[config.mk]
export PLATFORM = sky130hd
export DESIGN_NAME = mgmt_flush_seq
export DESIGN_NICKNAME = d
export VERILOG_FILES = /design/src/rtl/mgmt_flush_pkg.sv /design/src/rtl/mgmt_flush_policy.sv /design/src/rtl/mgmt_flush_spcnt.sv /design/src/rtl/mgmt_flush_seq.sv
export SDC_FILE = /design/constraint.sdc
export NUM_CORES = 1
export LEC_CHECK = 0
export ABC_AREA = 1
export CORE_UTILIZATION = 29
export CTS_BUF_LIST = sky130_fd_sc_hd__clkbuf_4 sky130_fd_sc_hd__clkbuf_8 sky130_fd_sc_hd__clkbuf_16
export CTS_CLUSTER_DIAMETER = 60
export DETAILED_ROUTE_END_ITERATION = 16
export PLACE_DENSITY = 0.58
export SYNTH_ARGS = -nofsm -noshare
export SYNTH_HDL_FRONTEND = slang
export SYNTH_HIERARCHICAL = 1
export SYNTH_SLANG_ARGS = --single-unit
[constraint.sdc]
create_clock -name clk -period 1.6 [get_ports clk]
set_input_delay 0.32 -clock clk [delete_from_list [all_inputs] [get_ports clk]]
set_output_delay 0.32 -clock clk [all_outputs]
set_load 0.05 [all_outputs]
[src/rtl/mgmt_flush_pkg.sv]
package mgmt_flush_pkg;

    typedef enum logic [1:0] {
        CM_UNCACHED = 2'b00,
        CM_WTHRU    = 2'b01,
        CM_WBACK    = 2'b10,
        CM_WBACK_X  = 2'b11
    } cache_mode_e;

    typedef enum logic [2:0] {
        SQ_IDLE        = 3'd0,
        SQ_ENTRY_FLUSH = 3'd1,
        SQ_WB_DRAIN    = 3'd2,
        SQ_SPECIAL     = 3'd3,
        SQ_IN_MODE     = 3'd4,
        SQ_EXIT_FLUSH  = 3'd5
    } seq_state_e;

    typedef struct packed {
        seq_state_e  state;
        logic        pend;
        logic        seen;
        logic        flush;
        logic        mint;
        logic [1:0]  priv;
    } seq_regs_t;

endpackage

[src/rtl/mgmt_flush_policy.sv]
module mgmt_flush_policy (
    input  logic [1:0] norm_mode,
    input  logic [1:0] priv_mode,
    output logic       need_entry,
    output logic       entry_wb,
    output logic       need_exit
);
    // Any cached code on normal memory means stale normal lines may hide private data.
    assign need_entry = |norm_mode;
    // Codes 10 and 11 both mean write-back.
    assign entry_wb   = norm_mode[1];
    // Cached private lines must be dropped before normal code resumes.
    assign need_exit  = |priv_mode;
endmodule

[src/rtl/mgmt_flush_spcnt.sv]
module mgmt_flush_spcnt #(
    parameter int N_CYC = 2
) (
    input  logic clk,
    input  logic rst_n,
    input  logic run,
    output logic last
);
    localparam int CNT_W = (N_CYC > 1) ? $clog2(N_CYC) : 1;

    logic [CNT_W-1:0] cnt_d, cnt_q;

    assign last = run && (cnt_q == CNT_W'(N_CYC - 1));

    always_comb begin
        cnt_d = '0;
        if (run && !last) begin
            cnt_d = cnt_q + CNT_W'(1);
        end
    end

    always_ff @(posedge clk or negedge rst_n) begin
        if (!rst_n) begin
            cnt_q <= '0;
        end else begin
            cnt_q <= cnt_d;
        end
    end
endmodule

[src/rtl/mgmt_flush_seq.sv]
module mgmt_flush_seq
    import mgmt_flush_pkg::*;
#(
    parameter int SPECIAL_N = 2
) (
    input  logic       clk,
    input  logic       rst_n,
    input  logic       mint_req,
    input  logic       ext_flush_req,
    input  logic       mode_active,
    input  logic [1:0] norm_mode,
    input  logic [1:0] priv_mode,
    input  logic       cache_done,
    output logic       flush_cmd,
    output logic       mint_to_core,
    output logic       special_cyc,
    output logic [2:0] seq_state
);
    seq_regs_t r_d, r_q;

    logic need_entry, entry_wb, need_exit;
    logic sp_run, sp_last;
    logic mint_seen;

    // Entry decisions use live normal setting; exit uses the held private setting.
    mgmt_flush_policy u_policy (
        .norm_mode  (norm_mode),
        .priv_mode  (r_q.priv),
        .need_entry (need_entry),
        .entry_wb   (entry_wb),
        .need_exit  (need_exit)
    );

    assign sp_run = (r_q.state == SQ_SPECIAL);

    mgmt_flush_spcnt #(.N_CYC(SPECIAL_N)) u_spcnt (
        .clk   (clk),
        .rst_n (rst_n),
        .run   (sp_run),
        .last  (sp_last)
    );

    assign mint_seen = r_q.pend | mint_req;

    always_comb begin
        r_d       = r_q;
        r_d.flush = 1'b0;
        r_d.mint  = 1'b0;
        r_d.pend  = mint_seen;

        if (r_q.state == SQ_IDLE) begin
            r_d.priv = priv_mode;
        end

        unique case (r_q.state)
            SQ_IDLE: begin
                r_d.seen = 1'b0;
                if (ext_flush_req || (mint_seen && need_entry)) begin
                    // Flush always wins over a simultaneous interrupt.
                    r_d.flush = 1'b1;
                    r_d.state = entry_wb ? SQ_WB_DRAIN : SQ_ENTRY_FLUSH;
                end else if (mint_seen) begin
                    r_d.mint  = 1'b1;
                    r_d.pend  = 1'b0;
                    r_d.state = SQ_IN_MODE;
                end
            end
            SQ_ENTRY_FLUSH: begin
                if (cache_done) begin
                    if (mint_seen) begin
                        r_d.mint  = 1'b1;
                        r_d.pend  = 1'b0;
                        r_d.state = SQ_IN_MODE;
                    end else begin
                        r_d.state = SQ_IDLE;
                    end
                end
            end
            SQ_WB_DRAIN: begin
                if (cache_done) begin
                    r_d.state = SQ_SPECIAL;
                end
            end
            SQ_SPECIAL: begin
                if (sp_last) begin
                    if (mint_seen) begin
                        r_d.mint  = 1'b1;
                        r_d.pend  = 1'b0;
                        r_d.state = SQ_IN_MODE;
                    end else begin
                        r_d.state = SQ_IDLE;
                    end
                end
            end
            SQ_IN_MODE: begin
                if (mode_active) begin
                    r_d.seen = 1'b1;
                end
                if (r_q.seen && !mode_active) begin
                    r_d.seen = 1'b0;
                    if (need_exit || ext_flush_req) begin
                        r_d.flush = 1'b1;
                        r_d.state = SQ_EXIT_FLUSH;
                    end else begin
                        r_d.state = SQ_IDLE;
                    end
                end else if (ext_flush_req) begin
                    // Ordinary flush while the handler runs; sequencing untouched.
                    r_d.flush = 1'b1;
                end
            end
            SQ_EXIT_FLUSH: begin
                if (cache_done) begin
                    r_d.state = SQ_IDLE;
                end
            end
            default: begin
                r_d.state = SQ_IDLE;
            end
        endcase
    end

    always_ff @(posedge clk or negedge rst_n) begin
        if (!rst_n) begin
            r_q <= '{state: SQ_IDLE, pend: 1'b0, seen: 1'b0,
                     flush: 1'b0, mint: 1'b0, priv: 2'b00};
        end else begin
            r_q <= r_d;
        end
    end

    assign flush_cmd    = r_q.flush;
    assign mint_to_core = r_q.mint;
    assign special_cyc  = sp_run;
    assign seq_state    = r_q.state;
endmodule

Word level (Yosys, flattened, before mapping)
Cells that the tools add are included.
{"block": "word_totals", "regBits": 10, "input_bits": 10, "out_inout_bits": 6}
{"block": "op_classes", "n_addsub": 1, "n_eq_ne": 12, "muxes": 26, "bitwise": 1, "reduce_logical": 14}
{"operator": "$mux 3", "count": 6}
{"operator": "$pmux 3 s6", "count": 1}
{"operator": "$mux 1", "count": 12}
{"operator": "$mux 4", "count": 3}
{"operator": "$ne 2x2->1 const B", "count": 5}
{"operator": "$eq 3x2->1 const B", "count": 2}
{"operator": "$eq 3x3->1 const B", "count": 2}
{"operator": "$pmux 1 s3", "count": 2}
{"operator": "$reduce_and 6->1", "count": 1}
{"operator": "$logic_and 1x1->1", "count": 4}
{"operator": "$pmux 2 s2", "count": 1}
{"operator": "$reduce_or 2->1", "count": 2}
{"operator": "$eq 3x1->1 const B", "count": 1}
{"operator": "$logic_not 3->1", "count": 1}
{"operator": "$ne 3x2->1 const B", "count": 1}
{"operator": "$ne 3x3->1 const B", "count": 1}
{"operator": "$logic_not 1->1", "count": 2}
{"operator": "$logic_or 1x1->1", "count": 2}
{"operator": "$mux 2", "count": 1}
{"operator": "$reduce_and 2->1", "count": 1}
{"operator": "$reduce_bool 2->1", "count": 1}
{"operator": "$add 1x1->1 const B", "count": 1}
{"operator": "$or 1x1->1", "count": 1}

Longest topological paths before layout
Gate-level depths: netlist (run 1).
{"block": "depth", "word_depth": 5, "depth_mapped": 11, "ltp_nobuf": 11}

Modules after synthesis
Netlist (run 1), hierarchy kept.
{"mod": "mgmt_flush_seq", "instances": 1, "cells_per_inst": 96, "area_each_um2": 616.8, "seq_area_each_um2": 225.2}
{"mod": "mgmt_flush_spcnt", "instances": 1, "cells_per_inst": 5, "area_each_um2": 42.5, "seq_area_each_um2": 25.0}
{"mod": "mgmt_flush_policy", "instances": 1, "cells_per_inst": 7, "area_each_um2": 30.0, "seq_area_each_um2": 0.0}

Worst setup path before layout (run 1)
No wires, ideal clock.
{"block": "synth_timing", "kind": "reg2reg", "startpoint": "register r_q (netlist bit seq_state[1])", "endpoint": "register r_q (netlist bit seq_state[1])", "arrival_ps": 1661, "t_required_ps": 1484, "slack_ps": -177, "stages_incl_launch_ff": 12, "path_buffers": 0, "cell_sequence": "dfrtp_1 > nand2_1 > nor2_2 > nand2_1 > inv_1 > inv_1 > nand2_2 > nand2_1 > nor2_1 > nand2_2 > nand2_1 > nand2_1"}
{"block": "synth_between", "elab_chain_len": 4, "word_cells_on_any_way": 15}
{"item": "start: declaration", "line": "mgmt_flush_seq.sv:19", "source": "seq_regs_t r_d, r_q;"}
{"item": "start signal: assignment", "line": "mgmt_flush_seq.sv:125", "source": "r_q <= '{state: SQ_IDLE, pend: 1'b0, seen: 1'b0,"}
{"item": "start signal: assignment", "line": "mgmt_flush_seq.sv:128", "source": "r_q <= r_d;"}
{"item": "$eq 3x2->1", "line": "mgmt_flush_seq.sv:34", "source": "assign sp_run = (r_q.state == SQ_SPECIAL);"}
{"item": "net special_cyc", "line": "mgmt_flush_seq.sv:16", "source": "output logic special_cyc,"}
{"item": "$logic_and 1x1->1", "line": "mgmt_flush_spcnt.sv:13", "source": "assign last = run && (cnt_q == CNT_W'(N_CYC - 1));"}
{"item": "net sp_last", "line": "mgmt_flush_seq.sv:22", "source": "logic sp_run, sp_last;"}
{"item": "$ne 2x2->1 (no source line)"}
{"item": "$reduce_and 6->1 (no source line)"}
The timed path passes the listed nets, and every way through them passes these cells.
A chain may end at the register's enable or synchronous reset.

Worst setup path after layout (run 1)
{"block": "layout_timing", "startpoint": "register r_q (netlist bit seq_state[2])", "endpoint": "output port special_cyc"}
{"block": "layout_between", "elab_chain_len": 1}
{"item": "$eq 3x2->1", "line": "mgmt_flush_seq.sv:34"}
{"item": "end: declaration", "line": "mgmt_flush_seq.sv:16"}
No other way between the ends.

==> results of run 1 <==
[sequential cells by signal (all words and copies together), names as in the netlist]
register	flops
r_q	4
seq_state	3
flush_cmd	1
mint_to_core	1
u_spcnt/cnt_q	1
[final cells by class]
cell class	count	share of cell area [%]
repair buffers	18	22.31
multi-input cells	75	36.56
clock buffers	3	2.419
inverters	19	7.930
well taps	28	3.763
flip-flops and latches	10	27.02
[power by group]
part           leakage [nW]  switching, W  internal [W]  total (W)
combinational         0.372      0.000668      0.000410    0.00108
sequential            0.125     0.0000852      0.000363   0.000448
clock                0.0138     0.0000837     0.0000868   0.000170
total                 0.511      0.000836      0.000860    0.00170
[worst max-delay path by stage]
stage                     cells after the start  slack, ns         start      endpoint
after global placement                        8       0.07      mint_req  seq_state[2]
after detailed placement                      8       0.07      mint_req  seq_state[2]
after floorplan                              11      0.009  seq_state[1]  seq_state[2]
after CTS                                     4      0.006  seq_state[0]   special_cyc
after global routing                          3       0.01  seq_state[2]   special_cyc
final                                         3       0.08  seq_state[2]   special_cyc
[worst reg2reg max path, delay by kind of cell (launching register included)]
family                 cells  cell delay [ns]
buffers and inverters      2             0.14
and+or+nand+nor            8             0.63
DFF                        1             0.50
[placed cells by master, fill, tap and decap left out]
master	netlist	routed
dfrtp_1	10	9
nand3_1	10	10
inv_2	1	1
inv_4	1	1
nand4_1	2	2
nor2_4	0	1
inv_1	17	17
clkdlybuf4s50_1	0	9
clkbuf_4	0	3
buf_4	4	5
buf_12	0	4
a21oi_1	1	1
nor2_1	12	12
nand2_2	2	2
nand2_4	1	1
o21ai_0	4	4
nand2_1	36	36
nor2_2	5	4
dfrtp_2	0	1
o21ai_1	1	1
nand3b_1	1	1
[cell families (layout without fill, tap and decap cells)]
group / after synthesis / count (layout) / synth area share [%]
buf+inv: 23 / 40 / 15.06
compound gates: 6 / 6 / 4.354
simple gates: 69 / 69 / 44.28
flops: 10 / 10 / 36.30
[through the flow]
| step | hold WS [ns] | setup WS, ns |
|---|---|---|
| detailed placement | 0.4264 | 0.06928 |
| finish | 0.3762 | 0.07717 |
| global placement | 0.4236 | 0.06727 |
| floorplan | 0.02441 | 0.009105 |
| CTS | 0.4014 | 0.005912 |
| global route | 0.4149 | 0.01287 |
[per-layer routing]
layer / vias up / track usage, %
li1: 359 / -
met1: 315 / 18.90
met2: 16 / 20.89
met3: 2 / 2.727
met4: 0 / 8.333
met5: - / 0
==> impl_metrics.py, run 1 <==
metrics = {
    "logic_synthesis": {
        "synth.area.top_cells": "dfrtp_1 36%, nand2_1 20%, inv_1 9.3%",
        "ys_seq_elements": 10,
        "netlist_instances": 108,
        "synth_area_sq_um": 689.4,
        "yosysWarnings": 6,
        "synth_edf_count": 0,
        "yosysTopAreaCellShare_pct": 36.30,
        "synth_most_common_cell": "nand2_1",
        "ys.flop_type": "dfrtp_1",
        "synth_seq_area_share_pct": 36.30,
        "synth_top_area_cell": "dfrtp_1",
        "synth_commonest_cells": "36 x nand2_1, 17 x inv_1, 12 x nor2_1",
        "async_flop_share_pct": 100.0,
        "synth_cell_types": 16,
        "syn_nets": 118,
        "avgSynthCellArea_sq_um": 6.383,
    },
    "cells_and_area": {
        "layout.cells.non_filler": 153,
        "multi_input_area_sq_um": 340.3,
        "drive_gt1_share_pct": 18.40,
        "antenna_cells": 0,
        "seqCellArea_sq_um": 251.5,
        "final_area_sq_um": 930.9,
        "syn_to_final_growth_pct": 35.03,
        "fill_cells": 258,
        "finalCoreUtilization_pct": 41.68,
        "fin_nets": 137,
    },
    "worst_setup_path": {
        "worst_r2r_path_depth": 10,
        "r2r-end": "seq_state[2]",
        "reg2reg_from": "seq_state[2]",
        "crit_family": "flip-flops",
        "path_cells": "nor2_4 -> buf_4 -> buf_12",
        "critPathMaxStageDelay_ns": 0.50,
        "worstSetupEndpointType": "primary output",
        "worstSetupPathType": "flop to primary output",
        "critPathSlowestCell": "dfrtp_1",
        "crit_required_ns": 1.28,
        "reg2reg_slack_ns": 0.22,
        "cp_max_fo": 7,
        "arrival_ns": 1.20,
        "critical_path_buf_inv_count": 2,
        "cp-start-kind": "flop",
    },
    "run_status": {
        "status": "finished, final reports clean",
    },
    "clock_network": {
        "cts_resized": 0,
        "clk_latency_ns": 0.26,
        "h-tree-depth": 1,
        "cts_setup_buffers": 0,
        "root_buffer": "clkbuf_4",
        "clk_pin_slew_ns": 0.07,
        "cts-hold-fix-buffers": 0,
        "cts.sinks": 10,
        "cts_tree": "done",
        "cts_buffers": 3,
        "clockBufferDepth": 2,
    },
    "drt": {
        "ant_nets": 0,
        "wl_per_cell_microns": 9.824,
        "wl_met2_microns": 642,
        "initialDrtViolationCount": 23,
        "highest_layer": "met4",
        "met1_length_microns": 785,
        "avgViaCountPerCell": 4.523,
        "num_vias": 692,
        "dr_wl_met3_microns": 50,
        "drt-pass1-iter-count": 4,
        "route.final.wire_length_microns": 1503,
        "drc": 0,
    },
    "timing": {
        "fmax_mhz": 656.7,
        "worst_pin_slew_ns": 0.4709,
        "post-route-min-period_ns": 1.523,
        "fin_tns_setup_ns": 0,
        "finalHoldViolCount": 0,
        "slew_headroom_pct": 68.51,
        "skew_ns": 0.004616,
        "fin_crit_sh_pct": 95.18,
        "drv_slew": 0,
        "finalSetupViolCount": 0,
        "rsz0062_at_grt": "no",
    },
    "worst_hold_path": {
        "hp-class": "input pin to async pin",
    },
    "placed_design": {
        "place_area_sq_um": 907.1,
        "gp_congestion": 0.8282,
        "io_buffers": 15,
        "dp_cells": 150,
        "hpwl_microns": 1240,
    },
    "floorplan": {
        "die_h_microns": 50.76,
        "io_pins": 16,
        "num_rows": 17,
        "dieArea_sq_um": 2576,
        "start_util_pct": 30.87,
        "die_w_microns": 50.76,
        "core_area_sq_um": 2233,
    },
    "power_and_ir_drop": {
        "vdd_drop_max_mv": 0.6023,
        "p_leak_nw": 0.5106,
        "finalPower_w": 0.001696,
        "power_density_nw_per_um2": 1822,
    },
    "global_route": {
        "gr-total-overflow": 0,
        "grt_max_degree": 11,
        "grt_pass1_vias": 624,
        "gr-usage-all-layers_pct": 14.15,
        "grt_pass1_wl_microns": 2622,
        "antenna_found_initial": 0,
    },
    "job": {
        "maxCapViolCount": 0,
    },
}
(Power assumes the default switching activity.)
==> run 2: changes to the inputs <==
- CORE_UTILIZATION: 29 -> 47
- PLACE_DENSITY: 0.58 -> 0.83
==> run 2 against run 1 <==
Compared with the run above: die area is 37% lower; combinational power is 4% higher; clock skew is 0.0013 ns higher; non-clock buffer count stayed put; clock power hardly changed; hold slack worse by 0.0085 ns; setup slack better by 0.15 ns; sequential power is 7.4% lower; critical endpoint is now seq_state[2].
==> impl_metrics.py, run 2 (synthesis results as in run 1) <==
metrics = {
    "run_status": {
        "status": "finished, final reports clean",
    },
    "cells_and_area": {
        "drive_gt1_share_pct": 17.60,
        "fin_nets": 137,
        "final_cell_mix": "36 x nand2_1, 17 x inv_1, 12 x nor2_1",
        "largest_register_ffs": 4,
        "top_register": "r_q",
        "antenna_cells": 0,
        "finalCoreUtilization_pct": 68.48,
        "syn_to_final_growth_pct": 32.49,
        "final_common_cell": "nand2_1",
    },
    "drt": {
        "num_vias": 694,
        "route.final.wire_length_microns": 1461,
        "ant_nets": 0,
        "drt-pass1-iter-count": 4,
        "initialDrtViolationCount": 18,
        "drc": 0,
        "avgViaCountPerCell": 4.957,
        "wl_per_cell_microns": 10.44,
    },
    "global_route": {
        "grt_max_degree": 11,
        "gr-usage-all-layers_pct": 24.11,
        "gr-total-overflow": 0,
        "grt_pass1_wl_microns": 2518,
        "grt_pass1_vias": 606,
        "antenna_found_initial": 0,
    },
    "clock_network": {
        "clk_pin_slew_ns": 0.07,
        "root_buffer": "clkbuf_4",
        "cts_resized": 0,
        "cts_buffers": 3,
        "clk_latency_ns": 0.27,
        "clockBufferDepth": 2,
        "cts-hold-fix-buffers": 0,
        "h-tree-depth": 1,
        "cts.sinks": 10,
        "cts_tree": "done",
        "cts_setup_buffers": 0,
    },
    "worst_setup_path": {
        "path_cells": "nand2_1 -> nor2_4 -> nand2_1 -> inv_1 -> inv_1 -> nand2_2 -> nand2_1 -> nor2_1 -> nand2_2 -> nand2_1 -> nand2_1",
        "critPathLaunch": "seq_state[0]",
        "crit_required_ns": 1.76,
        "critPathSlowestCell": "dfrtp_1",
        "cp-start-kind": "flop",
        "crit_top_cell": "nand2_1",
        "worstSetupEndpointType": "flop",
        "reg2reg_from": "seq_state[0]",
        "worstSetupPathType": "flop to flop",
        "reg2reg_slack_ns": 0.23,
        "cp_max_fo": 5,
        "worst_r2r_path_depth": 11,
        "arrival_ns": 1.53,
        "critPathMaxStageDelay_ns": 0.35,
        "r2r-end": "seq_state[2]",
    },
    "timing": {
        "finalSetupViolCount": 0,
        "drv_slew": 0,
        "fmax_mhz": 730.4,
        "fin_crit_sh_pct": 85.57,
        "finalHoldViolCount": 0,
        "fin_tns_setup_ns": 0,
        "skew_ns": 0.005905,
        "post-route-min-period_ns": 1.369,
        "rsz0062_at_grt": "no",
        "worst_pin_slew_ns": 0.4594,
        "slew_headroom_pct": 69.27,
    },
    "power_and_ir_drop": {
        "power_density_nw_per_um2": 1865,
        "comb_power_share_pct": 65.6,
        "seq_power_share_pct": 24.4,
        "sw_frac_of_total_pct": 49.34,
        "p_leak_nw": 0.5117,
        "power_frac_clock_pct": 10.1,
        "power.switching_w": 0.0008405,
        "p_int_w": 0.0008630,
        "vdd_drop_max_mv": 0.6445,
    },
    "floorplan": {
        "core_area_sq_um": 1334,
        "io_pins": 16,
        "start_util_pct": 51.69,
        "dieArea_sq_um": 1624,
        "num_rows": 13,
        "die_h_microns": 40.30,
        "die_w_microns": 40.30,
    },
    "worst_hold_path": {
        "hp-class": "input pin to async pin",
    },
    "job": {
        "maxCapViolCount": 0,
    },
    "placed_design": {
        "hpwl_microns": 1160,
        "gp_congestion": 0.9275,
        "io_buffers": 15,
    },
}
[run 2: cell counts in the layout (fill, tap and decap cells not counted)]
No cell type changed its count.
[run 2: area by class of cell]
cell class                 instances  area [sq um]
inverter                          19         73.82
sequential                        10         250.2
tap                               15         18.77
timing repair buffer              18         207.7
clock buffer                       3         22.52
fill                             119         420.4
multi-input combinational         75         340.3
[run 2: power groups by stage]
stage	combinational (W)	sequential, W	clock [W]
final	0.00112	0.000415	0.000172
after CTS	0.00112	0.000415	0.000181
after global placement	0.00110	0.000412	0
after global routing	0.00124	0.000425	0.000189
after detailed placement	0.00111	0.000420	0
after floorplan	0.000664	0.000520	0
[run 2: worst max path at each step]
stage / depth (start not counted) / end / slack, ns
2_1_floorplan: 11 / seq_state[2] / 0.009
3_3_place_gp: 9 / seq_state[0] / 0.06
3_5_place_dp: 8 / seq_state[2] / 0.05
4_1_cts: 3 / special_cyc / 0.24
5_1_grt: 11 / seq_state[0] / 0.10
6_report: 11 / seq_state[2] / 0.23
[run 2: metal layers]
layer	share of wire (%)	global-route usage (%)	wire [microns]	up-vias
met2	46	38.71	676	26
met3	5.3	3.333	77	4
met5	0	0	0	-
li1	-	-	-	361
met4	2.2	12.50	32	0
met1	46	31.19	674	303
[run 2: critical path, delay by kind of cell (launching register included)]
kind	cells	cell delay [ns]
DFF	1	0.35
buffers and inverters	2	0.15
and+or+nand+nor	9	0.76
[run 2: through the flow]
| stage | total power, W | setup WS [ns] | area, sq um | hold WS (ns) | cells |
|---|---|---|---|---|---|
| after detailed placement | 0.001533 | 0.05360 | 890.9 | 0.4363 | 137 |
| final | 0.001704 | 0.2309 | 913.4 | 0.3676 | 140 |
| after floorplan | 0.001184 | 0.009105 | 694.4 | 0.02441 | 108 |
| after global routing | 0.001853 | 0.1023 | 913.4 | 0.4057 | 140 |
| after CTS | 0.001711 | 0.2391 | 913.4 | 0.3808 | 140 |
| after global placement | 0.001512 | 0.05887 | 890.9 | 0.4241 | 137 |
==> run 3: changes to the inputs <==
- CORE_UTILIZATION: 47 -> 35
- GPL_ROUTABILITY_DRIVEN: unset -> 1
- PLACE_DENSITY: 0.83 -> 0.66
==> run 3 against run 2 <==
Compared with the run above: cell count grew 7.1%; clock-buffer cell count did not move; sequential power up 10%; critical endpoint is now special_cyc; critical path type is now flop to primary output; first-iteration DRC count down 33%.
==> impl_metrics.py, run 3 (synthesis results as in run 1) <==
metrics = {
    "cells_and_area": {
        "seqCellArea_sq_um": 251.5,
        "antenna_cells": 0,
        "top_register": "r_q",
        "multi_input_area_sq_um": 340.3,
        "fill_cells": 185,
        "drive_gt1_share_pct": 18.40,
        "fin_nets": 137,
        "largest_register_ffs": 4,
        "final_cell_mix": "36 x nand2_1, 17 x inv_1, 12 x nor2_1",
        "final_common_cell": "nand2_1",
        "syn_to_final_growth_pct": 34.48,
    },
    "timing": {
        "rsz0062_at_grt": "no",
        "skew_ns": 0.006513,
        "fin_crit_sh_pct": 94.87,
        "slew_headroom_pct": 69.78,
        "post-route-min-period_ns": 1.518,
        "fmax_mhz": 658.8,
        "finalHoldViolCount": 0,
        "finalSetupViolCount": 0,
        "fin_tns_setup_ns": 0,
        "drv_slew": 0,
        "worst_pin_slew_ns": 0.4519,
        "holdWs_ns": 0.3718,
    },
    "floorplan": {
        "core_area_sq_um": 1783,
        "die_w_microns": 46.38,
        "start_util_pct": 38.67,
        "io_pins": 16,
        "dieArea_sq_um": 2151,
        "num_rows": 15,
        "die_h_microns": 46.38,
    },
    "worst_setup_path": {
        "critical_path_cell_count": 3,
        "critPathSlowestCell": "dfrtp_1",
        "arrival_ns": 1.20,
        "critPathLaunch": "seq_state[2]",
        "critical_path_buf_inv_count": 2,
        "crit_family": "flip-flops",
        "crit_required_ns": 1.28,
        "setup.worst_path.end": "special_cyc",
        "worst_r2r_path_depth": 10,
        "reg2reg_slack_ns": 0.21,
        "cp-start-kind": "flop",
        "worstSetupPathType": "flop to primary output",
        "path_cells": "nor2_4 -> buf_4 -> buf_12",
        "critPathMaxStageDelay_ns": 0.50,
        "worstSetupEndpointType": "primary output",
        "r2r-end": "seq_state[1]",
        "cp_max_fo": 7,
        "reg2reg_from": "seq_state[2]",
    },
    "global_route": {
        "grt_pass1_vias": 564,
        "gr-usage-all-layers_pct": 15.46,
        "grt_pass1_wl_microns": 2304,
        "antenna_found_initial": 0,
        "gr-total-overflow": 0,
        "grt_max_degree": 11,
    },
    "power_and_ir_drop": {
        "vdd_drop_max_mv": 0.6360,
        "power_density_nw_per_um2": 1812,
        "p_leak_nw": 0.5106,
        "p_int_w": 0.0008575,
        "comb_power_share_pct": 62.8,
        "sw_frac_of_total_pct": 48.95,
        "power.switching_w": 0.0008221,
        "power_frac_clock_pct": 10.0,
        "seq_power_share_pct": 27.2,
    },
    "clock_network": {
        "h-tree-depth": 1,
        "clk_latency_ns": 0.26,
        "root_buffer": "clkbuf_4",
        "clk_pin_slew_ns": 0.07,
        "cts_buffers": 3,
        "cts.sinks": 10,
        "cts-hold-fix-buffers": 0,
        "clockBufferDepth": 2,
        "cts_tree": "done",
    },
    "placed_design": {
        "hpwl_microns": 1169,
        "io_buffers": 15,
        "gp_congestion": 0.8820,
    },
    "drt": {
        "initialDrtViolationCount": 12,
        "drt-pass1-iter-count": 4,
        "num_vias": 683,
        "avgViaCountPerCell": 4.553,
        "ant_nets": 0,
        "route.final.wire_length_microns": 1443,
        "drc": 0,
        "wl_per_cell_microns": 9.620,
    },
    "worst_hold_path": {
        "hp-class": "input pin to async pin",
    },
    "run_status": {
        "status": "finished, final reports clean",
    },
    "job": {
        "maxCapViolCount": 0,
    },
}
==> run 3: per-layer routing <==
| layer | vias to the layer above | track usage [%] | wire length (microns) |
|---|---|---|---|
| li1 | 362 | - | - |
| met1 | 306 | 19.91 | 686 |
| met2 | 13 | 25.00 | 687 |
| met3 | 2 | 3.529 | 49 |
| met4 | 0 | 5.294 | 20 |
| met5 | - | 0 | 0 |
==> run 3: area by class of cell <==
class                           count  share of cell area, %
Timing Repair Buffer               18                  22.40
Clock buffer                        3                  2.429
Inverter                           19                  7.962
Multi-Input combinational cell     75                  36.71
Sequential cell                    10                  27.13
Tap cell                           25                  3.374
==> run 3: what timing repair did <==
item / CTS / global route
resized for setup: 0 / 1
buffers inserted: 0 / 0
endpoints found under the setup margin: 0 / 1
==> run 3: worst min-delay path by stage <==
| stage | start | to |
|---|---|---|
| 6_report | rst_n | r_q[0] |
| 5_1_grt | rst_n | r_q[5] |
| 4_1_cts | rst_n | r_q[0] |
| 3_5_place_dp | u_spcnt/cnt_q | u_spcnt/cnt_q |
| 3_3_place_gp | u_spcnt/cnt_q | u_spcnt/cnt_q |
| 2_1_floorplan | rst_n | flush_cmd |
==> run 3: per-stage QoR <==
| stage | instance area [sq um] | power (W) | setup WS (ns) | std cells | utilization (%) |
|---|---|---|---|---|---|
| after floorplan | 694.4 | 0.001184 | 0.009105 | 108 | - |
| after global placement | 903.4 | 0.001502 | 0.07697 | 147 | 50.67 |
| after detailed placement | 903.4 | 0.001512 | 0.08058 | 147 | 50.67 |
| after CTS | 925.9 | 0.001683 | 0.05317 | 150 | 51.93 |
| after global routing | 927.1 | 0.001814 | 0.01888 | 150 | 52.00 |
| final | 927.1 | 0.001680 | 0.08200 | 150 | 52.00 |
==> run 3: power by group through the flow <==
stage / sequential (W) / clock [W] / combinational (W)
final: 0.000457 / 0.000168 / 0.00105
after global routing: 0.000476 / 0.000184 / 0.00115
after CTS: 0.000457 / 0.000171 / 0.00106
after detailed placement: 0.000461 / 0 / 0.00105
after global placement: 0.000460 / 0 / 0.00104
after floorplan: 0.000520 / 0 / 0.000664
